## src/rtl/mpa_pkg.sv

```systemverilog
// Shared types for the distributed bus arbiter.
package mpa_pkg;
    // Ownership phase that every node tracks identically.
    typedef enum logic [1:0] {
        PH_IDLE    = 2'd0,  // just out of reset, nobody owns the bus
        PH_NODES   = 2'd1,  // bus belongs to the nodes (or is free)
        PH_RELEASE = 2'd2,  // owner has tri-stated, grant not yet given
        PH_HOST    = 2'd3   // host owns the bus
    } arb_phase_t;
endpackage

```

## src/rtl/mpa_req_drive.sv

```systemverilog
// Drives this node's own request line and the wired core-priority line.
// Assumes: node_id is static after reset; cpa_n is the wired-AND of all
// nodes' cpa_out_n, including this node's.
module mpa_req_drive #(
    parameter int NODES = 6,
    parameter int ID_W  = $clog2(NODES + 1)
) (
    input  logic [ID_W-1:0] node_id,
    input  logic            is_owner,
    input  logic            core_req,
    input  logic            dma_req,
    input  logic            cpa_n,
    output logic            own_req_n,
    output logic            cpa_out_n
);
    logic id_ok;

    // An ID maps to a request line only inside 1..NODES.
    always_comb id_ok = (node_id != '0) && (node_id <= ID_W'(NODES));

    // DMA-only demand steps aside while any core-priority claim is active.
    always_comb own_req_n = !(id_ok && (core_req || (dma_req && cpa_n)));

    // A core that is not the owner claims priority.
    always_comb cpa_out_n = !(id_ok && core_req && !is_owner);
endmodule

```

## src/rtl/mpa_prio_pick.sv

```systemverilog
// Picks the winning request line, fixed or rotating priority.
// Assumes: last_id is in 1..NODES; bit i of req_vec is line i+1.
module mpa_prio_pick #(
    parameter int NODES = 6,
    parameter int ID_W  = $clog2(NODES + 1)
) (
    input  logic [NODES-1:0] req_vec,
    input  logic             rotate,
    input  logic [ID_W-1:0]  last_id,
    output logic [ID_W-1:0]  win_id,
    output logic             win_ok
);
    localparam int IDX_W = (NODES > 1) ? $clog2(NODES) : 1;

    // Scan the lines; rotating scan starts just above the last owner.
    always_comb begin
        win_id = '0;
        win_ok = 1'b0;
        if (rotate) begin
            for (int k = 0; k < NODES; k++) begin
                if (!win_ok && req_vec[IDX_W'((int'(last_id) + k) % NODES)]) begin
                    win_ok = 1'b1;
                    win_id = ID_W'(((int'(last_id) + k) % NODES) + 1);
                end
            end
        end else begin
            for (int k = NODES - 1; k >= 0; k--) begin
                if (req_vec[IDX_W'(k)]) begin
                    win_ok = 1'b1;
                    win_id = ID_W'(k + 1);
                end
            end
        end
    end
endmodule

```

## src/rtl/mpa_phase_fsm.sv

```systemverilog
// Ownership state kept identically by every node: phase, owner, last owner.
// Assumes: all inputs are the shared lines seen by every node on one edge.
module mpa_phase_fsm
    import mpa_pkg::*;
#(
    parameter int NODES = 6,
    parameter int ID_W  = $clog2(NODES + 1)
) (
    input  logic             clk,
    input  logic             rst_n,
    input  logic             host_req,
    input  logic             xfer_busy,
    input  logic [NODES-1:0] req_vec,
    input  logic [ID_W-1:0]  win_id,
    input  logic             win_ok,
    output arb_phase_t       phase,
    output logic [ID_W-1:0]  owner_id,
    output logic [ID_W-1:0]  last_id
);
    localparam int IDX_W = (NODES > 1) ? $clog2(NODES) : 1;

    arb_phase_t      phase_q;
    logic [ID_W-1:0] owner_q;
    logic [ID_W-1:0] last_q;
    logic            owner_line;
    logic            may_move;

    // Is the current owner still asserting its own request line?
    always_comb owner_line = (owner_q != '0) && req_vec[IDX_W'(int'(owner_q) - 1)];

    // Ownership can change only between accesses and when not held.
    always_comb may_move = !xfer_busy && !owner_line && win_ok;

    // Phase, owner and most-recent-owner register update.
    always_ff @(posedge clk) begin
        if (!rst_n) begin
            phase_q <= PH_IDLE;
            owner_q <= '0;
            last_q  <= ID_W'(NODES);
        end else begin
            case (phase_q)
                PH_IDLE:  phase_q <= PH_NODES;
                PH_NODES: begin
                    if (host_req && !xfer_busy) begin
                        phase_q <= PH_RELEASE;
                        owner_q <= '0;
                    end else if (may_move) begin
                        owner_q <= win_id;
                        last_q  <= win_id;
                    end
                end
                PH_RELEASE: phase_q <= host_req ? PH_HOST : PH_NODES;
                PH_HOST:    if (!host_req) phase_q <= PH_NODES;
                default:    phase_q <= PH_IDLE;
            endcase
        end
    end

    assign phase    = phase_q;
    assign owner_id = owner_q;
    assign last_id  = last_q;
endmodule

```

## src/rtl/mp_bus_arbiter.sv

```systemverilog
// Per-node arbiter for a bus shared by up to NODES processors and a host.
// Every node computes the same decision from the shared lines; this node
// enables its bus drivers only while it owns the bus.
// Assumes: rotate_mode and host_req_n are seen by all nodes on one edge;
// bus_req_n lines with no node attached are pulled high.
module mp_bus_arbiter
    import mpa_pkg::*;
#(
    parameter int NODES = 6,
    parameter int ID_W  = $clog2(NODES + 1)
) (
    input  logic             clk,
    input  logic             rst_n,
    input  logic [ID_W-1:0]  node_id,
    input  logic             rotate_mode,
    input  logic             core_req,
    input  logic             dma_req,
    input  logic             xfer_busy,
    input  logic [NODES-1:0] bus_req_n,
    input  logic             cpa_n,
    input  logic             host_req_n,
    output logic             own_req_n,
    output logic             cpa_out_n,
    output logic             host_grant_n,
    output logic             bus_en,
    output logic [ID_W-1:0]  master_id
);
    arb_phase_t      phase;
    logic [ID_W-1:0] owner_id;
    logic [ID_W-1:0] last_id;
    logic [ID_W-1:0] win_id;
    logic            win_ok;
    logic [NODES-1:0] req_vec;
    logic            solo;

    // Active-high view of the request lines.
    always_comb req_vec = ~bus_req_n;

    // ID 0 means a single node that never arbitrates.
    always_comb solo = (node_id == '0);

    mpa_req_drive #(.NODES(NODES), .ID_W(ID_W)) drive_i (
        .node_id   (node_id),
        .is_owner  (bus_en),
        .core_req  (core_req),
        .dma_req   (dma_req),
        .cpa_n     (cpa_n),
        .own_req_n (own_req_n),
        .cpa_out_n (cpa_out_n)
    );

    mpa_prio_pick #(.NODES(NODES), .ID_W(ID_W)) pick_i (
        .req_vec (req_vec),
        .rotate  (rotate_mode),
        .last_id (last_id),
        .win_id  (win_id),
        .win_ok  (win_ok)
    );

    mpa_phase_fsm #(.NODES(NODES), .ID_W(ID_W)) fsm_i (
        .clk       (clk),
        .rst_n     (rst_n),
        .host_req  (!host_req_n),
        .xfer_busy (xfer_busy),
        .req_vec   (req_vec),
        .win_id    (win_id),
        .win_ok    (win_ok),
        .phase     (phase),
        .owner_id  (owner_id),
        .last_id   (last_id)
    );

    // Drive the bus only while the nodes hold it and this node owns it.
    always_comb bus_en = (phase == PH_NODES) && (solo || (owner_id == node_id));

    // Grant is identical on every node, so the wired-AND is consistent.
    always_comb host_grant_n = (phase != PH_HOST);

    // Owner ID seen by this node (0 while nobody or the host owns).
    always_comb master_id = (phase == PH_NODES) ? owner_id : '0;
endmodule

```

## config.mk

```make
export PLATFORM = sky130hd
export DESIGN_NAME = mp_bus_arbiter
export DESIGN_NICKNAME = d
export VERILOG_FILES = /design/src/rtl/mpa_pkg.sv /design/src/rtl/mpa_req_drive.sv /design/src/rtl/mpa_prio_pick.sv /design/src/rtl/mpa_phase_fsm.sv /design/src/rtl/mp_bus_arbiter.sv
export SDC_FILE = /design/constraint.sdc
export NUM_CORES = 1
export LEC_CHECK = 0
export BUFFER_PORTS_ARGS = -buffer_cell sky130_fd_sc_hd__buf_2
export CORE_AREA = 3 3 85 87
export CTS_CLUSTER_DIAMETER = 40
export DETAILED_ROUTE_END_ITERATION = 10
export DIE_AREA = 0 0 88 90
export GPL_TIMING_DRIVEN = 0
export PLACE_DENSITY = 0.45
export REMOVE_ABC_BUFFERS = 1
export SLEW_MARGIN = 20
export SYNTH_ARGS = -nofsm -noshare
export SYNTH_HDL_FRONTEND = slang
export SYNTH_SLANG_ARGS = --single-unit
```

## constraint.sdc

```tcl
create_clock -name clk -period 3.39 [get_ports clk]
set_input_delay 0 -clock clk [delete_from_list [all_inputs] [get_ports clk]]
set_output_delay 0 -clock clk [all_outputs]
set_load 0.01 [all_outputs]
```

==> run summary, run 1 <==
root buffer cell: clkbuf_8
fin crit share: 95.4%
# Max-Cap Violations: 0
Sw Share: 46.6%
simple-gate share of the synthesized area: 25.3%
post-synthesis mux area share: 6.72%
post-synth design cell area: 0.00194 mm2
fillers: 672
vias in the first global route: 1753
final WL: 5.47 mm
clock network fraction of total power: 12.4%
Port Buffer Count: 23
initial antenna violation count: 0
P_sw: 434 uW
total power: 932 uW
cell area after placement: 0.00209 mm2
Max clock buf depth: 2
Final Hold Fails: 0
Area Growth Syn to Fin: 32.0%
RD Place Congestion: 0.832
Routed Antenna Nets: 0
Post-synth ARST share: 0%
met2 WL: 2.73 mm
Synth Area in Adders: 16.2%
global route overflow: 0
Worst Path Required: 3.48 ns
FP Rows: 29
area leader, netlist: ha_1
Logic pwr share: 74.3%
core box area: 0.00642 mm2
Avg Cell Area, Syn: 7.84 um2
sequential fraction of the synthesis area: 8.27%
Synth cell types: 68
# nets final: 333
Place WS: -0.925 ns
Worst Tran Pin Value: 0.662 ns
routed vias/inst: 5.33
setup ws final: 0.155 ns
first-pass GRT wire length: 8.50 mm
DRC Markers: 0
Die Wd: 88 um
n_diodes: 0
Max Fclk: 309 MHz
WP data arrival: 3.33 ns
Worst setup EP type: flip-flop
largest net degree at the start of global routing: 14
Max transition margin: 55.4%
Initial DRC Count: 59
worst IR drop on VDD: 140 uV
xor/xnor cell area share of the yosys netlist: 5.69%
P_leak: 1.04 nW
clk_lat worst skew: 0.23 ns
TritonCTS clock tree: yes
Cell Int Power: 498 uW
Die Y: 90 um
min-delay worst type: input port to flip-flop
post-route cell area: 0.00255 mm2
routed wire length on met3: 102 um
Via Count: 1950
Clock Skews: 0.00335 ns
Synth Warn #: 0
Crit Path Max Fanout: 8
GRT Overall Usage: 13.0%
largest family of logic cells by synthesized area: compound AO/OA/AOI/OAI gates
dpl hpwl: 4.05 mm
htree depth: 1
fin crit period: 3.23 ns
starting density of the core: 30.1%
Highest Signal Layer: met4
commonest non-fill, non-tap cell in the layout: buf_4
number of synthesized flops with an enable pin: 0
Yosys reg bits: 8
Boundary Pins: 24
M1 WL: 2.55 mm
area fraction in compound gates after synthesis: 30.8%
Pwr Density: 365 mW/mm2
WL/cell: 14.9 um
Startpoint Class: flip-flop
most frequent cells in the layout: buf_4, buf_2, ha_1
hold_buf cts: 0
Seq pwr share: 13.3%
die footprint: 0.00792 mm2
status: finished, final reports clean
Top FF cell, synth: dfxtp_1
TritonCTS Sinks: 8
final core occ: 39.8%
Syn Inst Count: 247
Synth area leaders: ha_1, dfxtp_1, inv_1
total CTS buffers: 3
first drt pass iteration count: 4
Slew Limit Fails: 0
area fraction of the dominant cell type after synthesis: 16.2%
share of cells above drive strength 1: 37.0%
Crit Path Category: flip-flop to flip-flop
# setup viols final: 0
CTS clk-pin slew, worst paths: 0.04 ns
kinds of logic after synthesis:
logic type | Yosys count
AND/OR/NAND/NOR | 84
adder cells (fa/ha/maj) | 25
XOR/XNOR | 10
buffers and inverters | 30
flip-flops | 8
AO/OA/AOI/OAI | 79
multiplexers | 11
cell usage after synthesis, types with 4 or more instances:
library cell	n
inv_1	19
and3_1	4
nor3_1	7
mux2i_1	4
nand3b_1	4
o21ai_0	14
dfxtp_1	8
nand2_1	11
xnor2_1	4
nor2b_1	4
a31oi_1	5
a21oi_1	10
and2_1	7
mux2_2	6
o211ai_1	9
ha_1	25
nor2_1	13
nand3_1	9
repair_timing:
action                     4_1_cts  5_1_grt
gates resized for setup         20       25
buffers inserted                 6       18
pin swaps                        3       18
setup endpoints to repair        6        6
worst paths after layout:
path,start,endpoint,slack (ns),cells after the start
worst max register to register,fsm_i.last_id[1]$_SDFFE_PN1P_,fsm_i.owner_id[1]$_SDFFE_PN0P_,0.16,12
worst min-delay path,rst_n,fsm_i.last_id[1]$_SDFFE_PN1P_,0.04,2
worst max-delay path,fsm_i.last_id[1]$_SDFFE_PN1P_,fsm_i.owner_id[1]$_SDFFE_PN0P_,0.16,12
worst min register to register,fsm_i.phase[1]$_SDFFE_PN0P_,fsm_i.phase[1]$_SDFFE_PN0P_,0.57,2
layout make-up:
class / count / area, um2 / share of cell area (%)
multi-input combinational: 209 / 1870 / 73.1
timing repair buffer: 47 / 295 / 11.6
sequential: 8 / 171 / 6.71
tap: 77 / 96.3 / 3.77
inverter: 22 / 82.6 / 3.23
clock buffer: 3 / 41.3 / 1.62
layer usage:
layer,GRT usage [%],up-vias
met4,4.35,0
met5,0,-
met2,21.8,28
met3,0.548,8
met1,17.6,898
li1,-,1016
registers in the layout, summed over array words and instances, names as in the netlist:
| register | count |
|---|---|
| fsm_i.owner_id | 3 |
| fsm_i.phase | 2 |
| fsm_i.last_id | 3 |
stage by stage:
step	std cells	hold slack (ns)	setup TNS, ns
after floorplan	239	0.0784	-0.894
after global placement	339	0.284	-4.94
after detailed placement	339	0.276	-4.78
after global routing	366	0.0431	-0.00932
final	366	0.0383	0
after CTS	348	0.0368	0
power groups by stage:
stage	Combinational [mW]	Clock, mW	Sequential, mW
2_1_floorplan	0.403	0	0.124
5_1_grt	0.763	0.125	0.125
3_5_place_dp	0.521	0	0.132
6_report	0.692	0.116	0.123
4_1_cts	0.580	0.119	0.128
3_3_place_gp	0.520	0	0.133
worst max-delay path, stage by stage (launching register included):
cell,delay [ns]
dfxtp_4,0.39
buf_4,0.16
ha_4,0.18
nand2_2,0.11
nand2_1,0.10
ha_4,0.26
nand3b_1,0.20
a2111o_1,0.42
nor4bb_2,0.20
or3b_4,0.41
o41a_1,0.48
nand4_1,0.13
o22ai_1,0.08
(Power assumes the default switching activity.)
==> inputs of run 2 (changes only) <==
--- a/config.mk
+++ b/config.mk
@@ -11,7 +11,7 @@
 export DETAILED_ROUTE_END_ITERATION = 10
 export DIE_AREA = 0 0 88 90
 export GPL_TIMING_DRIVEN = 0
-export PLACE_DENSITY = 0.45
+export PLACE_DENSITY = 0.44
 export REMOVE_ABC_BUFFERS = 1
 export SLEW_MARGIN = 20
 export SYNTH_ARGS = -nofsm -noshare
==> constraint.sdc (replaced) <==
create_clock -name clk -period 3.8 [get_ports clk]
set_input_delay 0 -clock clk [delete_from_list [all_inputs] [get_ports clk]]
set_output_delay 0 -clock clk [all_outputs]
set_load 0.01 [all_outputs]
==> run 2 against run 1 <==
Register-to-register slack improved by 0.03 ns. Critical path depth grew 1. Combinational power shrank 29%. Largest cell class unchanged. Sequential share of layout area rose by 0.92 points. Largest power group unchanged. Non-clock buffer count is 23 lower. Sequential power fell by 4%. Cell count down 6.3%. Power fell by 24%. Worst setup slack gained 0.026 ns.
==> run summary, run 2 (synthesis results as in run 1) <==
Pwr Density: 321 mW/mm2 (-12%)
Seq pwr share: 16.6% (+3.3 points)
WP data arrival: 3.73 ns (+0.40 ns)
htree depth: 1 (unchanged)
P_sw: 339 uW (-22%)
DRC Markers: 0 (unchanged)
WL/cell: 14.3 um (-4.1%)
crit path to: fsm_i.last_id[2]$_SDFFE_PN1P_
FP Rows: 29 (unchanged)
# Max-Cap Violations: 0 (unchanged)
Final Hold Fails: 0 (unchanged)
clk_lat worst skew: 0.23 ns (about the same)
status: finished, final reports clean
share of cells above drive strength 1: 24.4% (-13 points)
Crit Path Category: flip-flop to flip-flop
Reg-to-Reg Start: fsm_i.last_id[1]$_SDFFE_PN1P_
total CTS buffers: 3 (unchanged)
initial antenna violation count: 0 (unchanged)
Max Fclk: 276 MHz (-11%)
Sw Share: 47.7% (+1.1 points)
starting density of the core: 30.1% (unchanged)
clock network fraction of total power: 14.3% (+1.9 points)
Worst Tran Pin Value: 0.478 ns (-0.184 ns)
# setup viols final: 0 (unchanged)
first-pass GRT wire length: 8.10 mm (-4.7%)
GRT Overall Usage: 12.3% (-0.74 points)
Max transition margin: 67.8% (+12 points)
P_leak: 0.887 nW (-14%)
Max clock buf depth: 2 (unchanged)
Clock Skews: 0.00170 ns (-0.00165 ns)
FF-to-FF path depth: 13 (+1)
Die Y: 90 um (unchanged)
Crit Path Max Fanout: 8 (unchanged)
worst IR drop on VDD: 101 uV (-28%)
Via Count: 1875 (-3.8%)
dpl hpwl: 4.01 mm (-1.0%)
Cell Int Power: 372 uW (-25%)
global route overflow: 0 (unchanged)
Die Wd: 88 um (unchanged)
CTS clk-pin slew, worst paths: 0.04 ns (about the same)
min-delay worst type: input port to flip-flop
Routed Antenna Nets: 0 (unchanged)
Worst R2R Setup Slack: 0.18 ns (+0.03 ns)
Slew Limit Fails: 0 (unchanged)
# nets final: 310 (-6.9%)
routed vias/inst: 5.47 (+2.6%)
core box area: 0.00642 mm2 (unchanged)
die footprint: 0.00792 mm2 (unchanged)
Post-Layout Cell Count: 343 (-6.3%)
total power: 711 uW (-24%)
Startpoint Class: flip-flop
TritonCTS clock tree: yes
R2R Path End: fsm_i.last_id[2]$_SDFFE_PN1P_
Port Buffer Count: 23 (unchanged)
RD Place Congestion: 0.754 (-9.3%)
Placed Cells: 339 (unchanged)
Worst setup EP type: flip-flop
most frequent cells in the layout: ha_1, buf_2, inv_1
Boundary Pins: 24 (unchanged)
n_diodes: 0 (unchanged)
vias in the first global route: 1689 (-3.7%)
TritonCTS Sinks: 8 (unchanged)
final WL: 4.91 mm (-10%)
fin crit share: 95.2% (-0.18 points)
root buffer cell: clkbuf_8
largest net degree at the start of global routing: 24 (+10)
Setup crit start: fsm_i.last_id[1]$_SDFFE_PN1P_
fin crit period: 3.62 ns (+0.384 ns)
Worst Path Required: 3.91 ns (+0.43 ns)
Initial DRC Count: 72 (+22%)
Area Growth Syn to Fin: 14.4%
hold_buf cts: 0 (unchanged)
first drt pass iteration count: 4 (unchanged)
Logic pwr share: 69.1% (-5.2 points)
## run 2: cell count changes in the layout (fill, tap and decap cells not counted), sizes merged
| cell | delta |
|---|---|
| buf | -23 |
## run 2: power groups by stage
stage               clock network [mW]  logic, mW  registers (mW)
finish                           0.101      0.491           0.118
global route                     0.109      0.548           0.122
CTS                              0.103      0.464           0.117
detailed placement                   0      0.461           0.118
global placement                     0      0.462           0.119
floorplan                            0      0.359           0.110
## run 2: final cells by class
| cell class | count | area (um2) |
|---|---|---|
| Multi-Input combinational cell | 209 | 1700 |
| Tap cell | 77 | 96.3 |
| Inverter | 22 | 82.6 |
| Timing Repair Buffer | 24 | 123 |
| Fill cell | 680 | 4210 |
| Sequential cell | 8 | 169 |
| Clock buffer | 3 | 41.3 |
## run 2: worst min-delay path by stage
| stage | start | end | slack [ns] | cells past startpoint |
|---|---|---|---|---|
| 6_report | rst_n | fsm_i.last_id[2]$_SDFFE_PN1P_ | 0.05 | 2 |
| 5_1_grt | rst_n | fsm_i.last_id[2]$_SDFFE_PN1P_ | 0.06 | 2 |
| 4_1_cts | rst_n | fsm_i.last_id[2]$_SDFFE_PN1P_ | 0.05 | 2 |
| 3_5_place_dp | rst_n | fsm_i.last_id[2]$_SDFFE_PN1P_ | 0.28 | 2 |
| 3_3_place_gp | rst_n | fsm_i.last_id[2]$_SDFFE_PN1P_ | 0.28 | 2 |
| 2_1_floorplan | rst_n | fsm_i.last_id[2]$_SDFFE_PN1P_ | 0.08 | 1 |
## run 2: per-layer routing
layer	part of all wire [%]	GRT usage [%]	vias up
li1	-	-	979
met1	48	16.9	843
met2	45	19.0	38
met3	3.3	1.37	15
met4	3.3	5.37	0
met5	0	0	-
## run 2: critical path, cell delays in order (launching register included)
cell,delay [ns]
dfxtp_2,0.46
inv_2,0.14
ha_1,0.29
a21oi_2,0.30
inv_2,0.08
ha_1,0.30
nor2b_1,0.22
a211oi_1,0.16
nor2_1,0.21
nor4b_4,0.34
or2_1,0.31
o41a_1,0.28
nand2_1,0.08
o311ai_1,0.31
## run 2: what timing repair did
item,in CTS,in global routing
setup endpoints to repair,6,6
resized for setup,6,10
pin swaps,0,1
buffers inserted,0,1
hold endpoints to repair,0,0
## run 2: metrics by stage
stage	TNS [ns]	utilization [%]	setup slack [ns]	hold WS (ns)	area (um2)
6_report	0	34.5	0.181	0.0530	2210
5_1_grt	-0.217	34.5	-0.0790	0.0628	2210
4_1_cts	0	33.4	0.0438	0.0485	2150
3_5_place_dp	-2.25	32.6	-0.487	0.276	2090
3_3_place_gp	-2.37	32.6	-0.521	0.282	2090
2_1_floorplan	0	-	0.241	0.0784	1880
==> inputs of run 3 (changes only) <==
--- a/config.mk
+++ b/config.mk
@@ -6,12 +6,12 @@
 export NUM_CORES = 1
 export LEC_CHECK = 0
 export BUFFER_PORTS_ARGS = -buffer_cell sky130_fd_sc_hd__buf_2
-export CORE_AREA = 3 3 85 87
+export CORE_AREA = 2 2 84 86
 export CTS_CLUSTER_DIAMETER = 40
 export DETAILED_ROUTE_END_ITERATION = 10
-export DIE_AREA = 0 0 88 90
+export DIE_AREA = 0 0 86 88
 export GPL_TIMING_DRIVEN = 0
-export PLACE_DENSITY = 0.44
+export PLACE_DENSITY = 0.47
 export REMOVE_ABC_BUFFERS = 1
 export SLEW_MARGIN = 20
 export SYNTH_ARGS = -nofsm -noshare
==> run 3 against run 2 <==
Utilization is 1.3 points lower. Largest cell class unchanged. Critical path depth decreased by 1. Worst hold slack worse by 0.013 ns. Die area decreased by 4.4%. Global-route usage grew 0.47 points. Clock-buffer cell count unchanged. Cell count grew 0.87%. Critical path type unchanged. First-iteration DRC count grew 2.8%. Clock skew is essentially flat.
==> run summary, run 3 (synthesis results as in run 1) <==
Slew Limit Fails: 0 (unchanged)
WHS: 0.0400 ns (-0.0130 ns)
GRT Overall Usage: 12.7% (+0.47 points)
Routed Antenna Nets: 0 (unchanged)
Sw Share: 47.9% (+0.16 points)
CTS clk-pin slew, worst paths: 0.04 ns (about the same)
clock network fraction of total power: 15.0% (+0.7 points)
min-delay worst type: input port to flip-flop
Crit Path Max Fanout: 15 (+7)
Max transition margin: 69.1% (+1.3 points)
fin crit share: 93.8% (-1.5 points)
Area Growth Syn to Fin: 13.8%
Post-Layout Cell Count: 346 (+0.87%)
WP data arrival: 3.66 ns (-0.07 ns)
Die Y: 88 um (-2.2%)
htree depth: 1 (unchanged)
Max Fclk: 281 MHz (+1.5%)
cells along the critical path: inv_1 -> ha_1 -> nand2_1 -> nand2_1 -> ha_1 -> nand3b_1 -> a2111o_1 -> nor4bb_1 -> or3b_2 -> o41a_1 -> nand2_1 -> o311ai_1
RD Place Congestion: 0.786 (+4.2%)
Cell Int Power: 370 uW (-0.46%)
Port Buffer Count: 23 (unchanged)
n_diodes: 0 (unchanged)
Max clock buf depth: 2 (unchanged)
CP max stage delay: 0.50 ns (+0.04 ns)
Worst Tran Pin Value: 0.460 ns (-0.0176 ns)
core box area: 0.00664 mm2 (+3.4%)
worst IR drop on VDD: 98.3 uV (-2.6%)
Pwr Density: 322 mW/mm2 (+0.41%)
first-pass GRT wire length: 7.82 mm (-3.5%)
DRC Markers: 0 (unchanged)
total CTS buffers: 3 (unchanged)
FP Rows: 30 (+3.4%)
P_leak: 0.884 nW (-0.24%)
P_sw: 340 uW (+0.18%)
# Max-Cap Violations: 0 (unchanged)
Initial DRC Count: 74 (+2.8%)
unrepaired setup endpoints after global routing: yes
initial antenna violation count: 0 (unchanged)
total power: 710 uW (-0.16%)
dpl hpwl: 3.99 mm (-0.63%)
final WL: 5.00 mm (+1.8%)
Crit Path Category: flip-flop to flip-flop
die footprint: 0.00757 mm2 (-4.4%)
Clock Skews: 0.00200 ns (+0.000304 ns)
root buffer cell: clkbuf_8
Most common cell on crit path: nand2_1
status: finished, final reports clean
most frequent cells in the layout: ha_1, buf_2, inv_1
fin crit period: 3.56 ns (-0.0551 ns)
# nets final: 310 (unchanged)
Seq pwr share: 16.1% (-0.5 points)
first drt pass iteration count: 4 (unchanged)
TritonCTS Sinks: 8 (unchanged)
Placed Cells: 342 (+0.88%)
setup TNS: 0 ns (unchanged)
# setup viols final: 0 (unchanged)
Startpoint Class: flip-flop
critical-path cell with the highest stage delay: or3b_2
share of cells above drive strength 1: 23.7% (-0.75 points)
Final Hold Fails: 0 (unchanged)
routed vias/inst: 5.50 (+0.61%)
WL/cell: 14.5 um (+0.89%)
vias in the first global route: 1671 (-1.1%)
Via Count: 1903 (+1.5%)
Logic pwr share: 68.9% (-0.2 points)
TritonCTS clock tree: yes
Worst Path Required: 3.90 ns (about the same)
global route overflow: 0 (unchanged)
final core occ: 33.1% (-1.3 points)
Worst setup EP type: flip-flop
starting density of the core: 29.1% (-1.0 points)
clk_lat worst skew: 0.23 ns (about the same)
Die Wd: 86 um (-2.3%)
largest net degree at the start of global routing: 24 (unchanged)
Boundary Pins: 24 (unchanged)
[run 3: what timing repair did]
| action | 4_1_cts | 5_1_grt |
|---|---|---|
| endpoints found under the setup margin | 6 | 6 |
| hold buffers | 0 | 0 |
| pin swaps | 0 | 1 |
| buffers inserted | 0 | 1 |
| resized for setup | 7 | 6 |
[run 3: critical path: cells and delay by family, from the launching register on]
kind            cells  cell delay [ns]
buf+inv             1             0.13
fa+ha+maj           2             0.61
flops               1             0.47
simple gates        6             1.23
compound gates      3             0.97
[run 3: final timing paths]
check | startpoint | end | slack, ns | cells after the start
worst max register to register | fsm_i.last_id[2]$_SDFFE_PN1P_ | fsm_i.last_id[2]$_SDFFE_PN1P_ | 0.24 | 12
worst min-delay path | rst_n | fsm_i.last_id[1]$_SDFFE_PN1P_ | 0.04 | 2
worst max-delay path | fsm_i.last_id[2]$_SDFFE_PN1P_ | fsm_i.last_id[2]$_SDFFE_PN1P_ | 0.24 | 12
worst min register to register | fsm_i.phase[1]$_SDFFE_PN0P_ | fsm_i.phase[1]$_SDFFE_PN0P_ | 0.56 | 2
[run 3: per-layer routing]
metal	up-vias	track usage, %	share of wire (%)
met1	874	16.0	46
met3	13	0.848	3.6
met2	40	23.1	48
met4	0	4.33	2.1
li1	976	-	-
met5	-	0	0
[run 3: metrics by stage]
step	instance area [um2]	setup slack, ns
6_report	2200	0.236
4_1_cts	2150	0.0363
3_5_place_dp	2100	-0.498
5_1_grt	2200	-0.0164
3_3_place_gp	2100	-0.529
2_1_floorplan	1880	0.241
[run 3: final cells by class]
class | instances | area [um2]
clock buffers | 3 | 41.3
fillers | 724 | 4440
inverters | 22 | 82.6
multi-input cells | 209 | 1680
flip-flops and latches | 8 | 169
well taps | 80 | 100
repair buffers | 24 | 126
[run 3: power groups by stage]
stage / combinational [mW] / clock (mW) / sequential (mW)
3_3_place_gp: 0.458 / 0 / 0.118
4_1_cts: 0.465 / 0.108 / 0.117
2_1_floorplan: 0.359 / 0 / 0.110
6_report: 0.489 / 0.107 / 0.114
5_1_grt: 0.547 / 0.114 / 0.117
3_5_place_dp: 0.461 / 0 / 0.117
